**src/rtl/adc_frame_pkg.sv**
```systemverilog
package adc_frame_pkg;

    typedef enum logic [1:0] {
        ST_IDLE,
        ST_SETUP,
        ST_SHIFT,
        ST_QUIET
    } frame_state_t;

endpackage

```
**src/rtl/adc_sclk_tick.sv**
```systemverilog
module adc_sclk_tick #(
    parameter int DIV_W = 8
) (
    input  logic             clk,
    input  logic             rst_n,
    input  logic             run_i,
    input  logic [DIV_W-1:0] half_i,
    output logic             tick_o
);
    logic [DIV_W-1:0] phase_q;
    logic [DIV_W-1:0] half_lim;

    assign half_lim = (half_i == '0) ? DIV_W'(1) : half_i;
    assign tick_o   = run_i && (phase_q == half_lim - DIV_W'(1));

    always_ff @(posedge clk or negedge rst_n) begin
        if (!rst_n) begin
            phase_q <= '0;
        end else if (!run_i || tick_o) begin
            phase_q <= '0;
        end else begin
            phase_q <= phase_q + DIV_W'(1);
        end
    end
endmodule

```
**src/rtl/adc_frame_shift.sv**
```systemverilog
module adc_frame_shift #(
    parameter int FRAME_W = 16
) (
    input  logic               clk,
    input  logic               rst_n,
    input  logic               shift_en_i,
    input  logic               bit_i,
    output logic [FRAME_W-1:0] frame_o
);
    always_ff @(posedge clk or negedge rst_n) begin
        if (!rst_n) begin
            frame_o <= '0;
        end else if (shift_en_i) begin
            frame_o <= {frame_o[FRAME_W-2:0], bit_i};
        end
    end
endmodule

```
**src/rtl/adc_rate_timer.sv**
```systemverilog
module adc_rate_timer #(
    parameter int CNT_W = 16
) (
    input  logic             clk,
    input  logic             rst_n,
    input  logic             launch_i,
    input  logic             enable_i,
    input  logic [CNT_W-1:0] period_i,
    output logic             due_o
);
    logic [CNT_W-1:0] since_q;
    logic [CNT_W-1:0] period_lim;

    assign period_lim = (period_i == '0) ? CNT_W'(1) : period_i;
    assign due_o      = enable_i && (since_q >= period_lim - CNT_W'(1));

    always_ff @(posedge clk or negedge rst_n) begin
        if (!rst_n) begin
            since_q <= '0;
        end else if (launch_i) begin
            since_q <= '0;
        end else if (since_q != '1) begin
            since_q <= since_q + CNT_W'(1);
        end
    end
endmodule

```
**src/rtl/adc_frame_ctrl.sv**
```systemverilog
module adc_frame_ctrl
    import adc_frame_pkg::*;
#(
    parameter int DIV_W  = 8,
    parameter int CNT_W  = 16,
    parameter int DATA_W = 12,
    parameter int HDR_W  = 4
) (
    input  logic              clk,
    input  logic              rst_n,
    input  logic              start_i,
    input  logic              auto_en_i,
    input  logic [DIV_W-1:0]  half_period_i,
    input  logic [CNT_W-1:0]  setup_cycles_i,
    input  logic [CNT_W-1:0]  quiet_cycles_i,
    input  logic [CNT_W-1:0]  rate_cycles_i,
    input  logic              sdata_i,
    output logic              cs_n_o,
    output logic              sclk_o,
    output logic [DATA_W-1:0] sample_o,
    output logic              frame_err_o,
    output logic              valid_o
);
    localparam int FRAME_W = DATA_W + HDR_W;
    localparam int EDGE_N  = 2 * FRAME_W;
    localparam int EC_W    = $clog2(EDGE_N);

    frame_state_t       state_q, state_d;
    logic [CNT_W-1:0]   gap_q;
    logic [EC_W-1:0]    edge_q;
    logic               pend_q;
    logic               tick;
    logic               due;
    logic               launch;
    logic               last_edge;
    logic               sample_en;
    logic               setup_done;
    logic               quiet_done;
    logic [CNT_W-1:0]   setup_lim;
    logic [CNT_W-1:0]   quiet_lim;
    logic [FRAME_W-1:0] frame;

    assign setup_lim  = (setup_cycles_i == '0) ? CNT_W'(1) : setup_cycles_i;
    assign quiet_lim  = (quiet_cycles_i == '0) ? CNT_W'(1) : quiet_cycles_i;
    assign setup_done = (gap_q == setup_lim - CNT_W'(1));
    assign quiet_done = (gap_q == quiet_lim - CNT_W'(1));
    assign launch     = (state_q == ST_IDLE) && (pend_q || due);
    assign last_edge  = (state_q == ST_SHIFT) && tick && (edge_q == EC_W'(EDGE_N - 1));
    assign sample_en  = (state_q == ST_SHIFT) && tick && !edge_q[0];

    adc_sclk_tick #(.DIV_W(DIV_W)) u_tick (
        .clk    (clk),
        .rst_n  (rst_n),
        .run_i  (state_q == ST_SHIFT),
        .half_i (half_period_i),
        .tick_o (tick)
    );

    adc_frame_shift #(.FRAME_W(FRAME_W)) u_shift (
        .clk        (clk),
        .rst_n      (rst_n),
        .shift_en_i (sample_en),
        .bit_i      (sdata_i),
        .frame_o    (frame)
    );

    adc_rate_timer #(.CNT_W(CNT_W)) u_rate (
        .clk      (clk),
        .rst_n    (rst_n),
        .launch_i (launch),
        .enable_i (auto_en_i),
        .period_i (rate_cycles_i),
        .due_o    (due)
    );

    // next state
    always_comb begin
        state_d = state_q;
        unique case (state_q)
            ST_IDLE:  if (launch)     state_d = ST_SETUP;
            ST_SETUP: if (setup_done) state_d = ST_SHIFT;
            ST_SHIFT: if (last_edge)  state_d = ST_QUIET;
            ST_QUIET: if (quiet_done) state_d = ST_IDLE;
        endcase
    end

    // state register with its counters and the kept request
    always_ff @(posedge clk or negedge rst_n) begin
        if (!rst_n) begin
            state_q <= ST_IDLE;
            gap_q   <= '0;
            edge_q  <= '0;
            pend_q  <= 1'b0;
        end else begin
            state_q <= state_d;
            pend_q  <= (pend_q && !launch) || start_i;
            if (state_d != state_q) begin
                gap_q <= '0;
            end else if (state_q == ST_SETUP || state_q == ST_QUIET) begin
                gap_q <= gap_q + CNT_W'(1);
            end
            if (state_q != ST_SHIFT) begin
                edge_q <= '0;
            end else if (tick) begin
                edge_q <= edge_q + EC_W'(1);
            end
        end
    end

    // registered outputs
    always_ff @(posedge clk or negedge rst_n) begin
        if (!rst_n) begin
            cs_n_o      <= 1'b1;
            sclk_o      <= 1'b1;
            sample_o    <= '0;
            frame_err_o <= 1'b0;
            valid_o     <= 1'b0;
        end else begin
            cs_n_o  <= !(state_d == ST_SETUP || state_d == ST_SHIFT);
            valid_o <= last_edge;
            if (state_d != ST_SHIFT) begin
                sclk_o <= 1'b1;
            end else if (tick) begin
                sclk_o <= !sclk_o;
            end
            if (last_edge) begin
                sample_o    <= frame[DATA_W-1:0];
                frame_err_o <= |frame[FRAME_W-1 -: HDR_W];
            end
        end
    end

    a_r8_sclk_idle_high: assert property (@(posedge clk) disable iff (!rst_n)
        cs_n_o |-> sclk_o);

    a_r5_valid_one_cycle: assert property (@(posedge clk) disable iff (!rst_n)
        valid_o |=> !valid_o);

    a_r5_valid_at_cs_rise: assert property (@(posedge clk) disable iff (!rst_n)
        valid_o |-> (cs_n_o && !$past(cs_n_o)));

    a_r9_launch_from_idle: assert property (@(posedge clk) disable iff (!rst_n)
        $fell(cs_n_o) |-> ($past(state_q) == ST_IDLE));

    a_r7_quiet_cs_high: assert property (@(posedge clk) disable iff (!rst_n)
        (state_q == ST_QUIET) |-> cs_n_o);

endmodule

```
**config.mk**
```make
export PLATFORM = sky130hd
export DESIGN_NAME = adc_frame_ctrl
export DESIGN_NICKNAME = d
export VERILOG_FILES = /design/src/rtl/adc_frame_pkg.sv /design/src/rtl/adc_sclk_tick.sv /design/src/rtl/adc_frame_shift.sv /design/src/rtl/adc_rate_timer.sv /design/src/rtl/adc_frame_ctrl.sv
export SDC_FILE = /design/constraint.sdc
export NUM_CORES = 1
export LEC_CHECK = 0
export BUFFER_PORTS_ARGS = -buffer_cell sky130_fd_sc_hd__buf_2
export CORE_AREA = 2 2 73 144
export CTS_CLUSTER_SIZE = 14
export DETAILED_ROUTE_END_ITERATION = 7
export DIE_AREA = 0 0 75 146
export GPL_TIMING_DRIVEN = 0
export PLACE_DENSITY = 0.85
export SETUP_SLACK_MARGIN = 0.02
export SKIP_LAST_GASP = 1
export SLEW_MARGIN = 20
export SYNTH_ARGS = -nofsm -noshare
export SYNTH_HDL_FRONTEND = slang
export SYNTH_SLANG_ARGS = --single-unit
```
**constraint.sdc**
```tcl
create_clock -name clk -period 2.82 [get_ports clk]
set_input_delay 0.282 -clock clk [delete_from_list [all_inputs] [get_ports clk]]
set_output_delay 0.282 -clock clk [all_outputs]
set_load 0.1 [all_outputs]
```
==> flow_summary.toml, run 1 <==
[run_status]
status = "finished with violations"
violations = "setup timing"

[global_routing]
grt_max_degree = 62
antenna_found_initial = 0
track_usage_pct = 32.06
grt_overflow_total = 0
grt_pass1_wl_um = 27210
first_global_vias = 5732

[final_layout]
final_core_util_pct = 82.96
layout.cells.most_common_list = "dfrtp_1, buf_2, xor2_1, nor2_1"
drive_gt1_share_pct = 39.35
final_nets = 824
fin_area_um2 = 8099
stdcell_count = 874
n_antenna_cell = 0
final_common_cell = "dfrtp_1"
syn_to_final_growth_pct = 42.92

[floorplan]
die_area_um2 = 10950
coreArea_um2 = 9763
pin_count = 77
initial_core_util_pct = 58.04
die-width_um = 75
die_h_um = 146
fp-row-count = 51

[yosys]
syn_avg_cell_area_um2 = 9.621
synth-compound-area-share_pct = 9.185
synth_top_area_share_pct = 34.44
yosysWarnings = 0
synth_simple_gate_area_share_pct = 25.17
synth_area_leaders = "dfrtp_1, xor2_1, xnor2_1"
yosys.area.top_type = "dfrtp_1"
synthXorXnorAreaFrac_pct = 14.06
synth_cell_type_count = 68
postSynthCellCount = 589
ys_seq_area_share_pct = 35.37
synth_top_family_by_area = "simple AND/OR/NAND/NOR gates"
ys_ff_latch = 80
synth_mux_area_share_pct = 7.662
synth_nets = 676
async_reset_ff_share_pct = 100.0
synth_area_um2 = 5667
synth_fa_ha_area_share_pct = 5.741
synth_edf_count = 0
ys.flop_type = "dfrtp_1"

[cts]
path_clk_slew_ns = 0.06
cts_root_buf = "clkbuf_16"
cts_buffer_depth = 2
cts_buffers = 9
clock_sinks = 80
cts_tree = "yes"
cts_max_level = 3
clk_latency_ns = 0.35

[sta]
rsz0062_at_grt = "yes"
maxSlewHeadroom_pct = 34.45
timing.final.crit_share_pct = 125.4
setup_viol = 67
tightest_slew_ns = 0.9758
setup_ws_ns = -0.7149
skew_ns = 0.006688
period_minus_slack_ns = 3.535
max_freq_ghz = 0.2829
slew_viol_final = 0
final-hold-violation-count = 0

[critical_path]
crit_slowest_cell = "or4_4"
worstPathCellList = "buf_8 -> or4_4 -> nor3_4 -> nand2_2 -> nor2_4 -> nor2_4 -> ha_4 -> nand2_4 -> nor3_4 -> xnor2_1 -> ha_1 -> buf_6 -> a2111oi_4 -> o21ai_2 -> a211o_1 -> a211o_1 -> o41ai_2 -> or2_1 -> ha_1"
end_kind = "register"
worstReg2RegStart = "gap_q[2]"
reg2reg_to = "cs_n_o"
critical_path_class = "in2reg"
r2r_setup_slack_ns = -0.37
cp.arrival_ns = 3.80
reg2reg_depth = 10
crit_path_start_kind = "input port"
crit_path_max_incr_delay_ns = 0.57
cp_data_required_time_ns = 3.08
cp_max_fo = 3

[placement]
placed_area_um2 = 6465
gp_congestion = 0.8928
dp.cells = 797
port_buffers = 75
hpwl_um = 10950

[pwr]
finalPower_mw = 3.682
vdd_ir_drop_max_mv = 0.4874
p_leak_nw = 3.483
p_per_area_nw_per_um2 = 454.7

[drt]
routed_wirelength_um = 18550
drc = 0
antenna_left = 0
drt-initial-drc-count = 315
vias = 5594
drt-wirelength-per-cell_um = 21.23
drtPass1Iterations = 5
viasPerCell = 6.400

[min_path]
hold_path.class = "in2reg"
min_path_cells = 2
hold_path.startpoint = "start_i"
hold_end = "pend_q"

[flow_run]
drv_cap = 0
## per-stage QoR
step | setup slack, ns | TNS, ns | hold WS [ns]
final | -0.7149 | -26.94 | 0.1479
after global routing | -0.8432 | -33.48 | 0.1670
after CTS | -0.6781 | -26.73 | 0.1373
after detailed placement | -1.574 | -73.91 | 0.1874
after global placement | -1.319 | -64.33 | 0.4916
after floorplan | -0.8434 | -34.83 | -0.01359
## synthesized netlist by cell type (all sizes together) (5+ instances only)
cell and number:
clkbuf 16, or2 7, and4 6, buf 5, nor4 30, mux2i 7
nand4 13, xor2 51, or3 8, o21ai 11, a21oi 10, dfrtp 78
and3 8, inv 14, nor3 22, nand2 31, nor2 63, mux2 29
or4 15, a31oi 5, nand3b 5, xnor2 40, ha 26, o31ai 6
nand2b 6, nand3 20
## worst max-delay path, delay by kind of cell
family	cells	cell delay (ns)
compound gates	5	1.06
xor+xnor	1	0.12
fa+ha+maj	3	0.73
buf+inv	2	0.24
simple gates	8	1.37
## per-layer routing
layer	vias to the layer above	track usage (%)	part of all wire, %
li1	2459	-	-
met1	2762	31.66	34
met2	272	58.99	55
met3	101	5.263	4.7
met4	0	18.21	6.0
met5	-	0	0
## power breakdown
| part | internal [mW] | switching [mW] |
|---|---|---|
| clock | 0.705 | 0.523 |
| sequential | 1.24 | 0.110 |
| combinational | 0.501 | 0.605 |
| total | 2.44 | 1.24 |
## flip-flops by register name, summed over array words and instances, names as in the netlist
name             flops
pend_q               1
cs_n_o               1
u_tick.phase_q       8
sclk_o               1
frame_err_o          1
sample_o            12
u_rate.since_q      16
state_q              2
u_shift.frame_o     16
edge_q               5
gap_q               16
valid_o              1
## worst max-delay path by stage
stage,end,from,slack [ns]
finish,cs_n_o,rate_cycles_i[2],-0.71
global route,cs_n_o,rate_cycles_i[5],-0.84
CTS,u_rate.since_q[2],rate_cycles_i[0],-0.68
detailed placement,gap_q[2],rate_cycles_i[9],-1.57
global placement,gap_q[13],rate_cycles_i[9],-1.32
floorplan,cs_n_o,rate_cycles_i[9],-0.84
## area by class of cell
class	instances	area, um2
clock inverters	7	85.08
repair buffers	139	1135
multi-input cells	474	4267
fillers	512	1664
well taps	132	165.2
clock buffers	9	225.2
flip-flops and latches	80	2004
inverters	14	52.55
plain buffers	19	165.2
## logic make-up after synthesis
family,after synthesis
AO/OA/AOI/OAI,70
XOR/XNOR,91
adder cells (fa/ha/maj),26
buffers and inverters,35
flip-flops,80
multiplexers,36
AND/OR/NAND/NOR,251
## what timing repair did
item,CTS,global route
pin swaps,47,41
hold buffers,1,0
cloned,3,1
setup endpoints to repair,65,78
resized for setup,87,65
setup buffers,38,22
hold endpoints to repair,19,0
(Power assumes the default switching activity.)
==> inputs of run 2 (changes only) <==
CORE_AREA = 2 2 74 147   (was 2 2 73 144)
DIE_AREA = 0 0 76 149   (was 0 0 75 146)
SYNTH_HIERARCHICAL = 1   (was unset)
==> run 2 against run 1 <==
  * Sequential power up 13%
  * Register-to-register slack better by 0.32 ns
  * Routed wire length shrank 9.4%
  * The flow still finishes with violations (setup timing)
  * Clock power is essentially flat
  * Core utilization decreased by 7.7 points
  * Synthesized area is 4.8% higher
  * First-iteration DRC count grew 36%
  * Critical endpoint unchanged
  * Sequential share of layout area increased by 1.2 points
  * Clock skew increased by 0.0071 ns
  * Critical path depth grew 2
  * Synthesized cell count increased by 13%
  * Cell area decreased by 4.4%
  * Highest routed layer unchanged
==> flow_summary.toml, run 2 <==
[flow_run]
drv_cap = 0

[yosys]
yosys.area.top_type = "dfrtp_1"
synth_area_um2 = 5938
synth_edf_count = 0
async_reset_ff_share_pct = 100.0
synth_mux_area_share_pct = 4.340
ys_seq_area_share_pct = 33.75
yosysWarnings = 6
synthXorXnorAreaFrac_pct = 12.39
synth_top_family_by_area = "simple AND/OR/NAND/NOR gates"
synth_top_cells_by_count = "dfrtp_1, nand2_1, nor2_1"
syn_avg_cell_area_um2 = 8.943
ys_ff_latch = 80
synth_simple_gate_area_share_pct = 29.79
synth_nets = 751
synth_cell_type_count = 78
synth_fa_ha_area_share_pct = 5.478
ys.flop_type = "dfrtp_1"
synth-compound-area-share_pct = 10.91
postSynthCellCount = 664
synth_area_leaders = "dfrtp_1, xnor2_1, ha_1"
synth_top_area_share_pct = 32.87
yosysMostFrequentCell = "dfrtp_1"

[sta]
rsz0062_at_grt = "yes"
setup_viol = 35
setup_ws_ns = -0.6956
max_freq_ghz = 0.2844
final-hold-violation-count = 0
skew_ns = 0.01377
tightest_slew_ns = 0.6853
timing.final.crit_share_pct = 124.7
slew_viol_final = 0
period_minus_slack_ns = 3.516
maxSlewHeadroom_pct = 53.73

[cts]
path_clk_slew_ns = 0.06
cts_max_level = 3
cts_tree = "yes"
cts_buffer_depth = 2
cts_buffers = 9
cts_root_buf = "clkbuf_16"
clk_latency_ns = 0.35
clock_sinks = 80

[drt]
drtPass1Iterations = 5
routed_wirelength_um = 16800
drc = 0
antenna_left = 0
viasPerCell = 6.164
drt-initial-drc-count = 427
drt-wirelength-per-cell_um = 18.08
vias = 5726

[final_layout]
syn_to_final_growth_pct = 30.32
largestRegisters = "gap_q (16), u_rate/since_q (16), u_shift/frame_o (16)"
final_nets = 874
layout.cells.most_common_list = "dfrtp_1, nand2_1, buf_2, xnor2_1, nor2_1"
drive_gt1_share_pct = 33.21
final_common_cell = "dfrtp_1"
final_core_util_pct = 75.29
n_antenna_cell = 0

[global_routing]
grt_overflow_total = 0
first_global_vias = 5618
groute.layer.met2.usage_pct = 47.41
track_usage_pct = 27.64
use_met1_pct = 34.15
grt.busiest_layer = "met2"
grt_pass1_wl_um = 25920
grt_max_degree = 48
antenna_found_initial = 0
met3_usage_pct = 4.964

[floorplan]
pin_count = 77
die_area_um2 = 11320
fp-row-count = 53
initial_core_util_pct = 57.77
die_h_um = 149
die-width_um = 76
coreArea_um2 = 10280

[placement]
port_buffers = 71
hpwl_um = 10390
gp_congestion = 0.9050

[pwr]
finalPower_mw = 4.189
p_per_area_nw_per_um2 = 541.3
comb_power_share_pct = 34.3
internal_power_mw = 2.656
vdd_ir_drop_max_mv = 0.4235
p_sw_mw = 1.533
sw_frac_of_total_pct = 36.59
clockPowerShare_pct = 29.2
seqPwrFrac_pct = 36.5
p_leak_nw = 3.278

[critical_path]
cp_max_fo = 4
crit_path_start_kind = "input port"
cp_data_required_time_ns = 3.09
end_kind = "register"
cp.arrival_ns = 3.78
critical_path_class = "in2reg"

[run_status]
status = "finished with violations"
violations = "setup timing"

[min_path]
hold_path.class = "in2reg"
-- run 2: cell types whose count changed in the layout (fill, tap and decap cells not counted), sizes merged, moves of 9 or more --
cell / delta
xnor2: +11
mux2: -13
or4: -9
nor3: +17
nor4: -11
a21oi: +13
nand2: +46
nand3: +9
xor2: -18
buf: -17
-- run 2: metrics by stage --
step | cell area [um2] | worst slack (ns) | setup TNS, ns | hold WS, ns | instances
after floorplan | 6112 | -0.5650 | -13.66 | -0.01359 | 664
after global placement | 6639 | -1.088 | -41.24 | 0.4548 | 872
after detailed placement | 6661 | -1.218 | -46.66 | 0.3292 | 873
after CTS | 7438 | -0.5172 | -14.67 | 0.1379 | 913
after global routing | 7739 | -0.7672 | -21.53 | 0.1512 | 929
final | 7739 | -0.6956 | -19.33 | 0.1421 | 929
-- run 2: cells by family after synthesis --
logic type | count (synthesis)
buffers and inverters | 39
xor gates and xnor gates | 84
and+or+nand+nor | 322
muxes | 20
AOI/OAI and AO/OA | 93
adders and majority gates | 26
DFF | 80
-- run 2: worst paths after layout --
path	slack, ns	depth (start not counted)	end	from
max	-0.70	21	cs_n_o	rate_cycles_i[10]
min	0.14	2	pend_q	start_i
max reg2reg	-0.05	10	gap_q[10]	gap_q[2]
min reg2reg	0.48	2	sample_o[9]	sample_o[9]
max in group asynchronous	1.71	3	u_tick/phase_q[0]	rst_n
min in group asynchronous	0.49	2	gap_q[3]	rst_n
-- run 2: cell type report --
| class | count | area [um2] |
|---|---|---|
| well taps | 137 | 171.4 |
| clock buffers | 9 | 225.2 |
| flip-flops and latches | 80 | 2006 |
| inverters | 12 | 47.55 |
| repair buffers | 114 | 770.7 |
| clock inverters | 7 | 86.33 |
| multi-input cells | 545 | 4238 |
| fillers | 663 | 2540 |
| plain buffers | 25 | 193.9 |
-- run 2: critical path, stage by stage --
cell and delay [ns]:
buf_8 0.10, nor4_4 0.37, nand2_2 0.13, nor2_4 0.17, nor2_4 0.05, ha_4 0.17, nand3_4 0.08, nor2_1 0.06
xnor2_1 0.26, ha_1 0.31, o21ai_2 0.16, a21oi_1 0.10, a2111oi_4 0.23, o21ai_1 0.13, o221a_2 0.34, nor2_4 0.13
buf_4 0.12, buf_6 0.08, o211ai_1 0.10, o211ai_1 0.12, ha_1 0.26
-- run 2: power by group through the flow --
stage          logic, mW  registers, mW  clock network (mW)
3_3_place_gp        1.05           1.51                   0
4_1_cts             1.28           1.50                1.23
6_report            1.44           1.53                1.22
3_5_place_dp        1.10           1.52                   0
2_1_floorplan      0.832           1.46                   0
5_1_grt             1.55           1.54                1.29
-- run 2: timing repair --
| item | CTS | global route |
|---|---|---|
| setup buffers | 23 | 15 |
| endpoints found under the hold margin | 44 | 0 |
| gates resized for setup | 65 | 46 |
| hold buffers | 1 | 0 |
| pin swaps | 28 | 33 |
| gates cloned | 2 | 2 |
| setup endpoints to repair | 57 | 62 |
-- run 2: layer usage --
layer	part of all wire, %	vias to the layer above
met2	53	220
met1	40	2792
met4	2.9	0
li1	-	2660
met5	0	-
met3	5.0	54
==> inputs of run 3 (changes only) <==
CORE_AREA = 3 3 78 153   (was 2 2 74 147)
CTS_BUF_LIST = sky130_fd_sc_hd__clkbuf_2 sky130_fd_sc_hd__clkbuf_4 sky130_fd_sc_hd__clkbuf_8   (was unset)
DIE_AREA = 0 0 81 156   (was 0 0 76 149)
PLACE_DENSITY = 0.8   (was 0.85)
==> run 3 against run 2 <==
  * The flow still finishes with violations (setup timing)
  * Highest routed layer unchanged
  * Worst hold slack lost 0.0011 ns
  * Routed wire length rose by 2.1%
  * Combinational power fell by 12%
  * Clock-buffer cell count grew 1
  * Sequential share of layout area up 0.92 points
  * Final cell count down 0.43%
  * Cell area fell by 3.4%
  * Die area up 12%
  * Critical path type unchanged
  * Non-clock buffer count decreased by 7
  * Critical endpoint is now gap_q[9]
==> flow_summary.toml, run 3 (synthesis results as in run 2) <==
[critical_path]
crit_path_start_kind = "input port"
cp.arrival_ns = 3.63
reg2reg_to = "gap_q[3]"
crit_slowest_cell = "a2111oi_2"
end_kind = "register"
path_buf_inv = 2
reg2reg_depth = 10
critical_path.top_delay_family = "simple AND/OR/NAND/NOR gates"
cp.depth = 21
worstPathCellList = "buf_2 -> nor3_4 -> nand3_2 -> nor2_4 -> nor2_4 -> ha_4 -> nand3_4 -> nor2_4 -> xnor2_2 -> ha_4 -> a21oi_2 -> nand2_1 -> a2111oi_2 -> o21ai_1 -> o221a_2 -> nor2_4 -> nor3_4 -> nor2_2 -> o31ai_4 -> buf_4 -> nor3_1"
cp_data_required_time_ns = 3.10
crit_top_cell = "nor2_4"
crit_path_max_incr_delay_ns = 0.35
cp_max_fo = 5
critical_path_class = "in2reg"
r2r_setup_slack_ns = -0.02
worstReg2RegStart = "gap_q[2]"

[drt]
drtPass1Iterations = 5
drc = 0
drt-initial-drc-count = 262
vias = 5706
drt-wirelength-per-cell_um = 18.54
antenna_left = 0
viasPerCell = 6.169
routed_wirelength_um = 17150

[floorplan]
die-width_um = 81
fp-row-count = 54
pin_count = 77
coreArea_um2 = 10950
die_area_um2 = 12640
initial_core_util_pct = 54.25
die_h_um = 156

[sta]
period_minus_slack_ns = 3.355
setup_viol = 35
hold_ws_ns = 0.1410
setup_ws_ns = -0.5347
maxSlewHeadroom_pct = 57.52
max_freq_ghz = 0.2981
skew_ns = 0.01380
final-hold-violation-count = 0
rsz0062_at_grt = "yes"
slew_viol_final = 0
tightest_slew_ns = 0.6313
timing.final.crit_share_pct = 119.0

[final_layout]
fin_area_um2 = 7472
layout.cells.most_common_list = "dfrtp_1, nand2_1, buf_2, nor2_1, xnor2_1"
largestRegisters = "gap_q (16), u_rate/since_q (16), u_shift/frame_o (16)"
syn_to_final_growth_pct = 25.83
fill_cells = 866
regArea_um2 = 2006
drive_gt1_share_pct = 30.32
multiInputGateArea_um2 = 4133
stdcell_count = 925
final_nets = 867
n_antenna_cell = 0
final_common_cell = "dfrtp_1"

[flow_run]
drv_cap = 0

[cts]
clock_sinks = 80
cts_buffers = 9
cts_buffer_depth = 2
cts_max_level = 3
path_clk_slew_ns = 0.09
cts_root_buf = "clkbuf_8"
clk_latency_ns = 0.36
cts_tree = "yes"

[min_path]
hold_path.class = "in2reg"
hold_path.startpoint = "start_i"
min_path_cells = 2
hold_end = "pend_q"

[global_routing]
grt_overflow_total = 0
antenna_found_initial = 0
first_global_vias = 5879
grt_max_degree = 63
grt_pass1_wl_um = 27120
track_usage_pct = 27.77

[run_status]
violations = "setup timing"
status = "finished with violations"

[pwr]
p_leak_nw = 3.168
p_per_area_nw_per_um2 = 491.5
vdd_ir_drop_max_mv = 0.3111

[placement]
hpwl_um = 12750
gp_congestion = 0.9718
placed_area_um2 = 6673
dp.cells = 876
port_buffers = 71
[run 3: cell type report]
type,instances,area share (%)
buffer,26,2.495
clock buffer,10,1.842
clock inverter,6,1.005
inverter,12,0.6028
multi-input combinational,545,55.31
sequential,80,26.84
tap,140,2.344
timing repair buffer,106,9.561
[run 3: stage by stage]
step	util (%)	TNS, ns	power [mW]	setup WS (ns)
5_1_grt	68.27	-16.94	3.890	-0.6411
4_1_cts	66.04	-12.14	3.637	-0.5128
3_3_place_gp	60.69	-44.87	2.582	-1.228
3_5_place_dp	60.96	-50.89	2.665	-1.346
6_report	68.27	-13.80	3.672	-0.5347
2_1_floorplan	-	-13.66	2.292	-0.5650
[run 3: power breakdown]
part / switching, mW / internal, mW / total (mW) / leakage [nW]
combinational: 0.683 / 0.587 / 1.27 / 2.03
clock: 0.447 / 0.445 / 0.892 / 0.105
sequential: 0.216 / 1.29 / 1.51 / 1.04
[run 3: worst reg2reg max path, cell delays in order, from the launching register on]
cell	delay (ns)
dfrtp_1	0.38
clkbuf_1	0.19
nor2b_1	0.17
or3_1	0.39
a311oi_2	0.32
o21ai_1	0.15
or4_4	0.51
nor4b_4	0.21
buf_4	0.18
buf_6	0.17
nor3_2	0.06
[run 3: worst max-delay path by stage]
stage                startpoint       end  slack (ns)
4_1_cts        rate_cycles_i[2]  gap_q[8]       -0.51
3_3_place_gp   rate_cycles_i[5]  gap_q[8]       -1.23
2_1_floorplan  rate_cycles_i[5]  gap_q[8]       -0.56
5_1_grt        rate_cycles_i[6]  gap_q[2]       -0.64
6_report       rate_cycles_i[6]  gap_q[9]       -0.53
3_5_place_dp   rate_cycles_i[5]  gap_q[8]       -1.35
[run 3: metal layers]
metal / GRT usage, % / up-vias / routed length, um
met4: 18.69 / 0 / 1079
met1: 26.42 / 2740 / 5647
met2: 52.18 / 235 / 9668
met3: 4.277 / 81 / 752
li1: - / 2650 / -
met5: 0 / - / 0
[run 3: timing repair]
action	in CTS	in global routing
hold buffers	1	0
hold endpoints to repair	16	0
buffers inserted	18	13
pin swaps	31	31
setup endpoints to repair	57	62
gates cloned	2	1
gates resized for setup	44	36
